**config.mk**
```make
export PLATFORM = sky130hd
export DESIGN_NAME = sdram_rd_seq
export DESIGN_NICKNAME = d
export VERILOG_FILES = /design/src/rtl/sdrs_pkg.sv /design/src/rtl/sdrs_dly.sv /design/src/rtl/sdrs_rdcap.sv /design/src/rtl/sdram_rd_seq.sv
export SDC_FILE = /design/constraint.sdc
export NUM_CORES = 1
export LEC_CHECK = 0
export ABC_AREA = 1
export BUFFER_PORTS_ARGS = -buffer_cell sky130_fd_sc_hd__buf_2
export CAP_MARGIN = 5
export CORE_MARGIN = 1
export CORE_UTILIZATION = 25
export CTS_CLUSTER_SIZE = 10
export DETAILED_ROUTE_END_ITERATION = 6
export MAX_ROUTING_LAYER = met4
export PLACE_DENSITY = 0.42
export SLEW_MARGIN = 10
export SYNTH_ARGS = -nofsm -noshare
export SYNTH_HDL_FRONTEND = slang
export SYNTH_HIERARCHICAL = 1
export SYNTH_SLANG_ARGS = --single-unit
```
**constraint.sdc**
```tcl
create_clock -name clk -period 2.3 [get_ports clk]
set_clock_uncertainty 0.05 [all_clocks]
set_input_delay 0.23 -clock clk [delete_from_list [all_inputs] [get_ports clk]]
set_output_delay 0.23 -clock clk [all_outputs]
set_load 0.1 [all_outputs]
```
**src/rtl/sdrs_pkg.sv**
```systemverilog
package sdrs_pkg;

  typedef enum logic [1:0] {
    CMD_NOP = 2'd0,
    CMD_ACT = 2'd1,
    CMD_RD  = 2'd2,
    CMD_PRE = 2'd3
  } sd_cmd_e;

  // {cs_n, ras_n, cas_n, we_n}
  function automatic logic [3:0] cmd_pins(sd_cmd_e c);
    case (c)
      CMD_ACT: return 4'b0011;
      CMD_RD:  return 4'b0101;
      CMD_PRE: return 4'b0010;
      default: return 4'b0111;
    endcase
  endfunction

  localparam int BURST_LEN = 2;

endpackage

```
**src/rtl/sdrs_dly.sv**
```systemverilog
// Down-counting delay: done is high once len clocks have passed since start.
module sdrs_dly #(
  parameter int CNT_W = 4
) (
  input  logic             clk,
  input  logic             rst_n,
  input  logic             start,
  input  logic [CNT_W-1:0] len,
  output logic             done
);
  logic [CNT_W-1:0] cnt_q, cnt_d;

  always_comb begin
    cnt_d = cnt_q;
    if (start)
      cnt_d = (len == '0) ? '0 : len - CNT_W'(1);
    else if (cnt_q != '0)
      cnt_d = cnt_q - CNT_W'(1);
  end

  always_ff @(posedge clk or negedge rst_n) begin
    if (!rst_n) cnt_q <= '0;
    else        cnt_q <= cnt_d;
  end

  assign done = (cnt_q == '0);
endmodule

```
**src/rtl/sdrs_rdcap.sv**
```systemverilog
// Tracks reads in flight and captures both burst words at the latency tap.
module sdrs_rdcap #(
  parameter int CNT_W = 4,
  parameter int DQ_W  = 16
) (
  input  logic             clk,
  input  logic             rst_n,
  input  logic             issue,
  input  logic [CNT_W-1:0] lat,
  input  logic [DQ_W-1:0]  dq,
  output logic             rsp_valid,
  output logic [DQ_W-1:0]  rsp_data
);
  localparam int IW    = CNT_W + 1;
  localparam int DEPTH = 2 ** IW;

  logic [DEPTH-1:0] sh_q;
  logic [IW-1:0]    tap0, tap1;
  logic             cap;
  logic [DQ_W-1:0]  data_q;
  logic             vld_q;

  always_comb begin
    tap0 = (lat == '0) ? IW'(1) : {1'b0, lat};
    tap1 = tap0 + IW'(1);
    cap  = sh_q[tap0] | sh_q[tap1];
  end

  always_ff @(posedge clk or negedge rst_n) begin
    if (!rst_n) begin
      sh_q   <= '0;
      vld_q  <= 1'b0;
      data_q <= '0;
    end else begin
      sh_q  <= {sh_q[DEPTH-2:0], issue};
      vld_q <= cap;
      if (cap) data_q <= dq;
    end
  end

  assign rsp_valid = vld_q;
  assign rsp_data  = data_q;

  AST_RSP_PAIR: assert property (@(posedge clk) disable iff (!rst_n)
    $rose(vld_q) |=> vld_q);
endmodule

```
**src/rtl/sdram_rd_seq.sv**
```systemverilog
module sdram_rd_seq
  import sdrs_pkg::*;
#(
  parameter int BA_W  = 2,
  parameter int ROW_W = 13,
  parameter int COL_W = 10,
  parameter int DQ_W  = 16,
  parameter int CNT_W = 4
) (
  input  logic              clk,
  input  logic              rst_n,
  input  logic [CNT_W-1:0]  cfg_cas_lat,
  input  logic [CNT_W-1:0]  cfg_rcd,
  input  logic [CNT_W-1:0]  cfg_ras,
  input  logic [CNT_W-1:0]  cfg_rp,
  input  logic              req_valid,
  output logic              req_ready,
  input  logic [BA_W-1:0]   req_bank,
  input  logic [ROW_W-1:0]  req_row,
  input  logic [COL_W-1:0]  req_col,
  output logic              rsp_valid,
  output logic [DQ_W-1:0]   rsp_data,
  output logic              sd_cke,
  output logic              sd_cs_n,
  output logic              sd_ras_n,
  output logic              sd_cas_n,
  output logic              sd_we_n,
  output logic [BA_W-1:0]   sd_ba,
  output logic              sd_a10,
  output logic [1:0]        sd_a_hi,
  output logic [9:0]        sd_a_lo,
  output logic [DQ_W/8-1:0] sd_dqm,
  input  logic [DQ_W-1:0]   sd_dq
);
  localparam int AGE_W = 8;

  // held request and open-row state
  logic             pend_q, pend_d;
  logic [BA_W-1:0]  pba_q, pba_d;
  logic [ROW_W-1:0] prow_q, prow_d;
  logic [COL_W-1:0] pcol_q, pcol_d;
  logic             open_q, open_d;
  logic [BA_W-1:0]  oba_q, oba_d;
  logic [ROW_W-1:0] orow_q, orow_d;

  // registered pin state
  sd_cmd_e          cmd_q, cmd_d;
  logic [BA_W-1:0]  ba_q, ba_d;
  logic [12:0]      addr_q, addr_d;

  logic rcd_ok, ras_ok, rp_ok, gap_ok, hit;
  logic [12:0] row_ext;

  sdrs_dly #(.CNT_W(CNT_W)) u_rcd (.clk(clk), .rst_n(rst_n),
    .start(cmd_d == CMD_ACT), .len(cfg_rcd), .done(rcd_ok));
  sdrs_dly #(.CNT_W(CNT_W)) u_ras (.clk(clk), .rst_n(rst_n),
    .start(cmd_d == CMD_ACT), .len(cfg_ras), .done(ras_ok));
  sdrs_dly #(.CNT_W(CNT_W)) u_rp  (.clk(clk), .rst_n(rst_n),
    .start(cmd_d == CMD_PRE), .len(cfg_rp),  .done(rp_ok));
  sdrs_dly #(.CNT_W(CNT_W)) u_gap (.clk(clk), .rst_n(rst_n),
    .start(cmd_d == CMD_RD),  .len(CNT_W'(BURST_LEN)), .done(gap_ok));

  sdrs_rdcap #(.CNT_W(CNT_W), .DQ_W(DQ_W)) u_cap (.clk(clk), .rst_n(rst_n),
    .issue(cmd_d == CMD_RD), .lat(cfg_cas_lat), .dq(sd_dq),
    .rsp_valid(rsp_valid), .rsp_data(rsp_data));

  assign req_ready = !pend_q;
  assign hit       = open_q && (pba_q == oba_q) && (prow_q == orow_q);
  assign row_ext   = 13'(prow_q);

  always_comb begin
    cmd_d  = CMD_NOP;
    pend_d = pend_q;
    pba_d  = pba_q;
    prow_d = prow_q;
    pcol_d = pcol_q;
    open_d = open_q;
    oba_d  = oba_q;
    orow_d = orow_q;
    ba_d   = '0;
    addr_d = '0;

    if (pend_q) begin
      if (hit) begin
        if (rcd_ok && gap_ok) cmd_d = CMD_RD;
      end else if (open_q) begin
        if (ras_ok && gap_ok) cmd_d = CMD_PRE;
      end else if (rp_ok) begin
        cmd_d = CMD_ACT;
      end
    end

    case (cmd_d)
      CMD_ACT: begin
        open_d = 1'b1;
        oba_d  = pba_q;
        orow_d = prow_q;
        ba_d   = pba_q;
        addr_d = row_ext;
      end
      CMD_RD: begin
        pend_d = 1'b0;
        ba_d   = pba_q;
        addr_d = {3'b000, 10'(pcol_q)};
      end
      CMD_PRE: begin
        open_d = 1'b0;
        ba_d   = oba_q;
      end
      default: ;
    endcase

    if (req_valid && req_ready) begin
      pend_d = 1'b1;
      pba_d  = req_bank;
      prow_d = req_row;
      pcol_d = req_col;
    end
  end

  always_ff @(posedge clk or negedge rst_n) begin
    if (!rst_n) begin
      pend_q <= 1'b0;
      pba_q  <= '0;
      prow_q <= '0;
      pcol_q <= '0;
      open_q <= 1'b0;
      oba_q  <= '0;
      orow_q <= '0;
      cmd_q  <= CMD_NOP;
      ba_q   <= '0;
      addr_q <= '0;
    end else begin
      pend_q <= pend_d;
      pba_q  <= pba_d;
      prow_q <= prow_d;
      pcol_q <= pcol_d;
      open_q <= open_d;
      oba_q  <= oba_d;
      orow_q <= orow_d;
      cmd_q  <= cmd_d;
      ba_q   <= ba_d;
      addr_q <= addr_d;
    end
  end

  assign {sd_cs_n, sd_ras_n, sd_cas_n, sd_we_n} = cmd_pins(cmd_q);
  assign sd_cke  = 1'b1;
  assign sd_dqm  = '0;
  assign sd_ba   = ba_q;
  assign sd_a_hi = addr_q[12:11];
  assign sd_a10  = addr_q[10];
  assign sd_a_lo = addr_q[9:0];

  // ---------------- assertions ----------------
  logic [AGE_W-1:0] age_act_q, age_pre_q;
  logic [CNT_W-1:0] rcd_e, ras_e, rp_e;

  assign rcd_e = (cfg_rcd == '0) ? CNT_W'(1) : cfg_rcd;
  assign ras_e = (cfg_ras == '0) ? CNT_W'(1) : cfg_ras;
  assign rp_e  = (cfg_rp  == '0) ? CNT_W'(1) : cfg_rp;

  always_ff @(posedge clk or negedge rst_n) begin
    if (!rst_n) begin
      age_act_q <= '1;
      age_pre_q <= '1;
    end else begin
      if (cmd_q == CMD_ACT)     age_act_q <= AGE_W'(1);
      else if (age_act_q != '1) age_act_q <= age_act_q + AGE_W'(1);
      if (cmd_q == CMD_PRE)     age_pre_q <= AGE_W'(1);
      else if (age_pre_q != '1) age_pre_q <= age_pre_q + AGE_W'(1);
    end
  end

  AST_RCD_MET: assert property (@(posedge clk) disable iff (!rst_n)
    (cmd_q == CMD_RD) |-> (age_act_q >= AGE_W'(rcd_e)));
  AST_RD_A10_LOW: assert property (@(posedge clk) disable iff (!rst_n)
    (cmd_q == CMD_RD) |-> (!sd_a10 && sd_a_hi == 2'b00));
  AST_RD_NEEDS_ROW: assert property (@(posedge clk) disable iff (!rst_n)
    (cmd_q == CMD_RD) |-> (open_q && sd_ba == oba_q));
  AST_RD_SPACING: assert property (@(posedge clk) disable iff (!rst_n)
    (cmd_q == CMD_RD) |=> (cmd_q != CMD_RD));
  AST_RP_MET: assert property (@(posedge clk) disable iff (!rst_n)
    (cmd_q == CMD_ACT) |-> (age_pre_q >= AGE_W'(rp_e)));
  AST_RAS_MET: assert property (@(posedge clk) disable iff (!rst_n)
    (cmd_q == CMD_PRE) |-> (age_act_q >= AGE_W'(ras_e)));
  AST_READY_DROP: assert property (@(posedge clk) disable iff (!rst_n)
    (req_valid && req_ready) |=> !req_ready);
endmodule

```
Yosys cells after proc, flatten, opt, wreduce, memory -nomap -nowiden
Index checks and enable logic that the tools add are counted.

word-level totals
  flip-flop bits (word level) = 124
  output and inout bits = 40

operators by class
  add/sub/neg operators = 8
  order comparisons = 2
  eq/ne operators = 8
  mux-type cells = 28
  bitwise logic cells = 1
  reduce and logical (&&, ||, !) cells = 25

operator list
  cell                   number
  $mux W4                12
  $logic_not A4 Y1       8
  $sub A4 B1 Y4 const B  7
  $pmux W13 S2           1
  $reduce_bool A4 Y1     4
  $eq A13 B13 Y1         1
  $lt A5 B6 Y1 const B   2
  $reduce_bool A2 Y1     6
  $bmux W1 S5            2
  $mux W2                5
  $pmux W3 S3            1
  $eq A2 B2 Y1 const B   4
  $add A5 B1 Y5 const B  1
  $logic_and A1 B1 Y1    5
  $mux W1                5
  $eq A2 B1 Y1 const B   2
  $pmux W2 S2            1
  $eq A2 B2 Y1           1
  $pmux W1 S2            1
  $reduce_or A2 Y1       1
  $logic_not A1 Y1       1
  $or A1 B1 Y1           1

Longest topological paths before layout
  word-level depth = 9
  depth in mapped cells = 17

Hierarchy
The synthesis kept the hierarchy.

modules (own cells, without submodules)
  module        times used  cells an instance  area an instance (um^2)
  sdram_rd_seq  1           290                2595.0
  sdrs_rdcap    1           208                1868.0
  sdrs_dly      4           47                 326.6

Least setup slack after synthesis
Ideal clock, no wire load.

  kind = flip-flop to flip-flop
  from = register u_gap.cnt_q[0]
  to = register addr_q[0]
  arrival = 2.280 ns
  required time = 2.170 ns
  path slack = -0.110 ns
  stages on the path, launching flop included = 15
  path buffers = 1
  cell sequence = dfrtp_1 inv_1 ha_1 nand2_2 nor2_4 nand2_1 nor2_1 inv_1 a21oi_1 nand2_2 inv_1 ha_1 clkbuf_1 nand2_1 a21oi_1

on the way
  longest elaborated chain between the ends = 8
  elaborated cells between the ends (all ways) = 11

RTL lines
  element                                              RTL line             source
  start, declared                                      sdrs_dly.sv:11       logic [CNT_W-1:0] cnt_q, cnt_d;
  start signal, assigned                               sdrs_dly.sv:23       else cnt_q <= cnt_d;
  $logic_not A4 Y1 (*)                                 sdrs_dly.sv:26       assign done = (cnt_q == '0);
  via gap_ok                                           sdram_rd_seq.sv:51   logic rcd_ok, ras_ok, rp_ok, gap_ok, hit;
  $logic_and A1 B1 Y1 (*)                              sdram_rd_seq.sv:87   if (ras_ok && gap_ok) cmd_d = CMD_PRE;
  $mux W2 (*)                                          sdram_rd_seq.sv:87
  $mux W2 (*)                                          sdram_rd_seq.sv:86   end else if (open_q) begin
  $mux W2 (*)                                          sdram_rd_seq.sv:84   if (hit) begin
  $mux W2 (*)                                          sdram_rd_seq.sv:83   if (pend_q) begin
  via cmd_d[0]                                         sdram_rd_seq.sv:47   sd_cmd_e cmd_q, cmd_d;
  $eq A2 B2 Y1 / $eq A2 B1 Y1 (equally long branches)  sdram_rd_seq.sv:93   case (cmd_d)
  $pmux W13 S2 (*)                                     sdram_rd_seq.sv:93
  via addr_d[0]                                        sdram_rd_seq.sv:49   logic [12:0] addr_q, addr_d;
  end signal, assigned                                 sdram_rd_seq.sv:143  addr_q <= addr_d;
  end, declared                                        sdram_rd_seq.sv:49

Mark *: on every way through the listed nets, which the timed path passes. The rest lies on a longest branch.
A chain may end at the register's enable or synchronous reset.

Final worst setup path
  from = register u_ras.cnt_q[0]
  to = register orow_q[11]

on the way
  longest elaborated chain between the ends = 7

RTL lines
  element                 RTL line             source
  start, declared         sdrs_dly.sv:11
  start signal, assigned  sdrs_dly.sv:23
  $logic_not A4 Y1        sdrs_dly.sv:26
  via ras_ok              sdram_rd_seq.sv:51
  $logic_and A1 B1 Y1     sdram_rd_seq.sv:87
  $mux W2                 sdram_rd_seq.sv:87
  $mux W2                 sdram_rd_seq.sv:86
  $mux W2                 sdram_rd_seq.sv:84
  $mux W2                 sdram_rd_seq.sv:83
  via cmd_d[0]            sdram_rd_seq.sv:47
  $eq A2 B1 Y1            sdram_rd_seq.sv:93
  end signal, assigned    sdram_rd_seq.sv:140  orow_q <= orow_d;
  end, declared           sdram_rd_seq.sv:44   logic [ROW_W-1:0] orow_q, orow_d;

The timed path passes the listed nets, and every way through them passes these cells.

==> results.cfg <==
[outcome]
status = complete, no violations

[global_route]
grt_antenna_before_repair = 0
grt_pass1_wl_microns = 22600
grt_max_degree = 41
grt_use_total_pct = 12.5
grt_overflow = 0
grt_pass1_vias = 4645

[timing]
fmax_ghz = 0.449
max-slew-margin-rel_pct = 63.8
fin_crit_ns = 2.22
worst_pin_slew_ns = 0.544
final.period_utilization_pct = 96.7
final_hold_viol_count = 0
maxSlewViolCount = 0
setup_viol = 0
rsz0062_at_grt = yes
timing.hold.ws_ns = 0.0194

[logic_synthesis]
seq_area_frac_synth_pct = 49.4
ys_types = 29
synthAdderAreaFrac_pct = 2.17
synth_top_family_by_area = simple AND/OR/NAND/NOR gates
synth_xor_area_share_pct = 0
synth-async-reset-ratio_pct = 100
synth_edf_count = 0
synth_area_sq_um = 5770
netlist_instances = 686
synth_compound_area_share_pct = 9.11
synth-simple-area-share_pct = 28.1
synthMuxAreaShare_pct = 2.15
synth_top_cell_area_share_pct = 49.4
synth_area_leaders = dfrtp_1 49%, nand2_1 12%, nand3_1 5.3%
yosysTopAreaCell = dfrtp_1
synth_seq_cells = 114
postSynthAreaPerCell_sq_um = 8.41
synth_flop_cell = dfrtp_1
ys_warn_count = 6

[final_layout]
syn2layout_area_growth_pct = 39.2
nFillCells = 2373
layout.nets = 937
design_area_sq_um = 8030
n_antenna_cell = 0
drive_above_1_share_pct = 34.2

[pwr]
switchingPower_uw = 3830
max-vdd-ir-drop_uv = 640
share_comb_of_total_power_pct = 38.9
p_leak_uw = 0.00404
clockPowerShare_pct = 29.3
finalPower_uw = 9670
intPower_uw = 5850
sequentialPowerShare_pct = 31.8
switching_share_pct = 39.6
power_density_nw_per_um2 = 1200

[cts]
root_buffer = clkbuf_16
clk_pin_slew_ns = 0.06
htree_levels = 4
clock_sinks = 114
clock_path_buffers = 2
cts_tree = built
cts_buffers = 17
clock_latency_ns = 0.41

[setup_path]
critPathRequiredTime_ns = 2.55
r2r_slack_ns = 0.08
reg2reg_to = orow_q[11]
cp_max_fo = 8
reg2reg_depth = 14
end_kind = flip-flop
worstReg2RegStart = u_ras/cnt_q[0]
critPathLaunchType = flip-flop
crit_type = flip-flop to flip-flop
arrival_ns = 2.47

[floorplan]
core_area_sq_um = 22600
die-area_sq_um = 23700
start_util_pct = 25.5
die_h_microns = 154
rows = 55
io_pins = 100
die_w_microns = 154

[run]
drv_cap = 0

[min_path]
hold_start = req_row[5]
worstHoldEndpoint = prow_q[5]
hold_class = primary input to flip-flop
hold-path-cell-count = 3

[route]
vias = 4852
viasPerCell = 4.16
drtAntennaViolNets = 0
route.detailed.drc = 0
wl_microns = 14000
dr.pass1.iters = 4
detail_route.wl_per_cell_microns = 12.0
drt_iter0_markers = 215

[place]
io_buffers = 95
dp_hpwl_microns = 9530
dpl_cell_area_sq_um = 6810
gp_congestion = 0.823
==> power groups by stage <==
stage,combinational [uW],sequential (uW),clock (uW)
6_report,3760,3080,2830
5_1_grt,4180,3160,3010
4_1_cts,3530,3070,2920
3_5_place_dp,3480,3090,0
3_3_place_gp,3480,3100,0
2_1_floorplan,2000,3710,0
==> area by class of cell <==
cell class / instances / area, sq um / share of cell area, %
Clock inverter: 13 / 181 / 2.26
Timing Repair Buffer: 164 / 1170 / 14.6
Multi-Input combinational cell: 473 / 2610 / 32.5
Tap cell: 285 / 357 / 4.44
Inverter: 97 / 404 / 5.03
Clock buffer: 19 / 453 / 5.64
Sequential cell: 114 / 2850 / 35.5
==> sequential cells by signal (all words and copies together) (netlist names) <==
register and count:
cmd_q 2, pba_q 2, addr_q 13, sd_ba 2, u_rcd/cnt_q 4, u_cap/sh_q 22, pcol_q 10, oba_q 2
open_q 1, pend_q 1, u_cap/rsp_valid 1, prow_q 13, u_ras/cnt_q 4, u_cap/rsp_data 16, orow_q 13, u_rp/cnt_q 4
u_gap/cnt_q 4
==> cell usage in the layout, fill, tap and decap left out, drive strengths merged, types with 21 or more instances in the layout <==
cell,Yosys,layout
o21ai,46,46
clkbuf,4,21
a21oi,50,50
dlygate4sd3,0,28
inv,92,92
buf,14,134
nand2,217,217
dfrtp,114,114
nand3,61,61
nor2,59,59
==> cell families (layout without fill, tap and decap cells) <==
kind of cell	Yosys count	in the layout
other	2	18
multiplexers	11	11
flip-flops	114	114
adder cells (fa/ha/maj)	10	10
buffers and inverters	115	293
AND/OR/NAND/NOR	338	338
AO/OA/AOI/OAI	96	96
==> synthesized netlist by cell type, types with 8 or more instances <==
cell,n
nand2_1,177
dfrtp_1,114
inv_1,68
nand3_1,61
nor2_1,46
a21oi_1,41
o21ai_0,40
nand2_2,25
inv_2,24
nand2_4,15
ha_1,10
nor2_4,10
a21oi_2,8
mux2_2,8
==> repair_timing <==
action	4_1_cts	5_1_grt
endpoints found under the setup margin	22	44
gates cloned	0	3
resized for setup	5	58
hold buffers	28	0
hold endpoints to repair	63	0
pin swaps	0	22
setup buffers	0	7
==> worst max path at each step <==
| stage | from | end | slack (ns) | cells after the start |
|---|---|---|---|---|
| after floorplan | u_gap/cnt_q[0] | oba_q[1] | 0.04 | 13 |
| after global placement | u_gap/cnt_q[0] | u_rp/cnt_q[1] | -0.04 | 16 |
| after detailed placement | u_gap/cnt_q[0] | u_rp/cnt_q[1] | -0.07 | 16 |
| after CTS | u_gap/cnt_q[0] | u_rp/cnt_q[1] | 0.01 | 16 |
| after global routing | u_ras/cnt_q[0] | u_ras/cnt_q[1] | -0.06 | 16 |
| final | u_ras/cnt_q[0] | orow_q[11] | 0.08 | 14 |
==> worst max-delay path, cell delays in order, from the launching register on <==
cell,delay (ns)
dfrtp_1,0.39
inv_2,0.08
ha_2,0.18
nand2_2,0.07
nor2_4,0.08
nand2_1,0.06
nor2_2,0.14
inv_2,0.07
a21oi_4,0.18
nand2_4,0.10
clkinv_4,0.07
ha_4,0.27
buf_12,0.15
clkbuf_16,0.15
o21ai_1,0.07
==> per-stage QoR <==
step | cells | setup TNS [ns] | util [%] | setup slack [ns]
6_report | 1165 | 0 | 35.5 | 0.0752
2_1_floorplan | 702 | 0 | - | 0.0379
4_1_cts | 1155 | 0 | 34.2 | 0.0120
3_5_place_dp | 1095 | -0.419 | 30.1 | -0.0738
5_1_grt | 1165 | -1.06 | 35.5 | -0.0636
3_3_place_gp | 1095 | -0.0381 | 30.1 | -0.0381
==> layer usage <==
layer / up-vias / GRT usage, % / share of wire (%)
met5: - / - / 0
met1: 2240 / 15.7 / 46
met4: 0 / 4.05 / 1.0
li1: 2500 / - / -
met3: 11 / 3.69 / 4.6
met2: 101 / 19.4 / 48
Note: power is estimated with default switching activity, not from simulation.
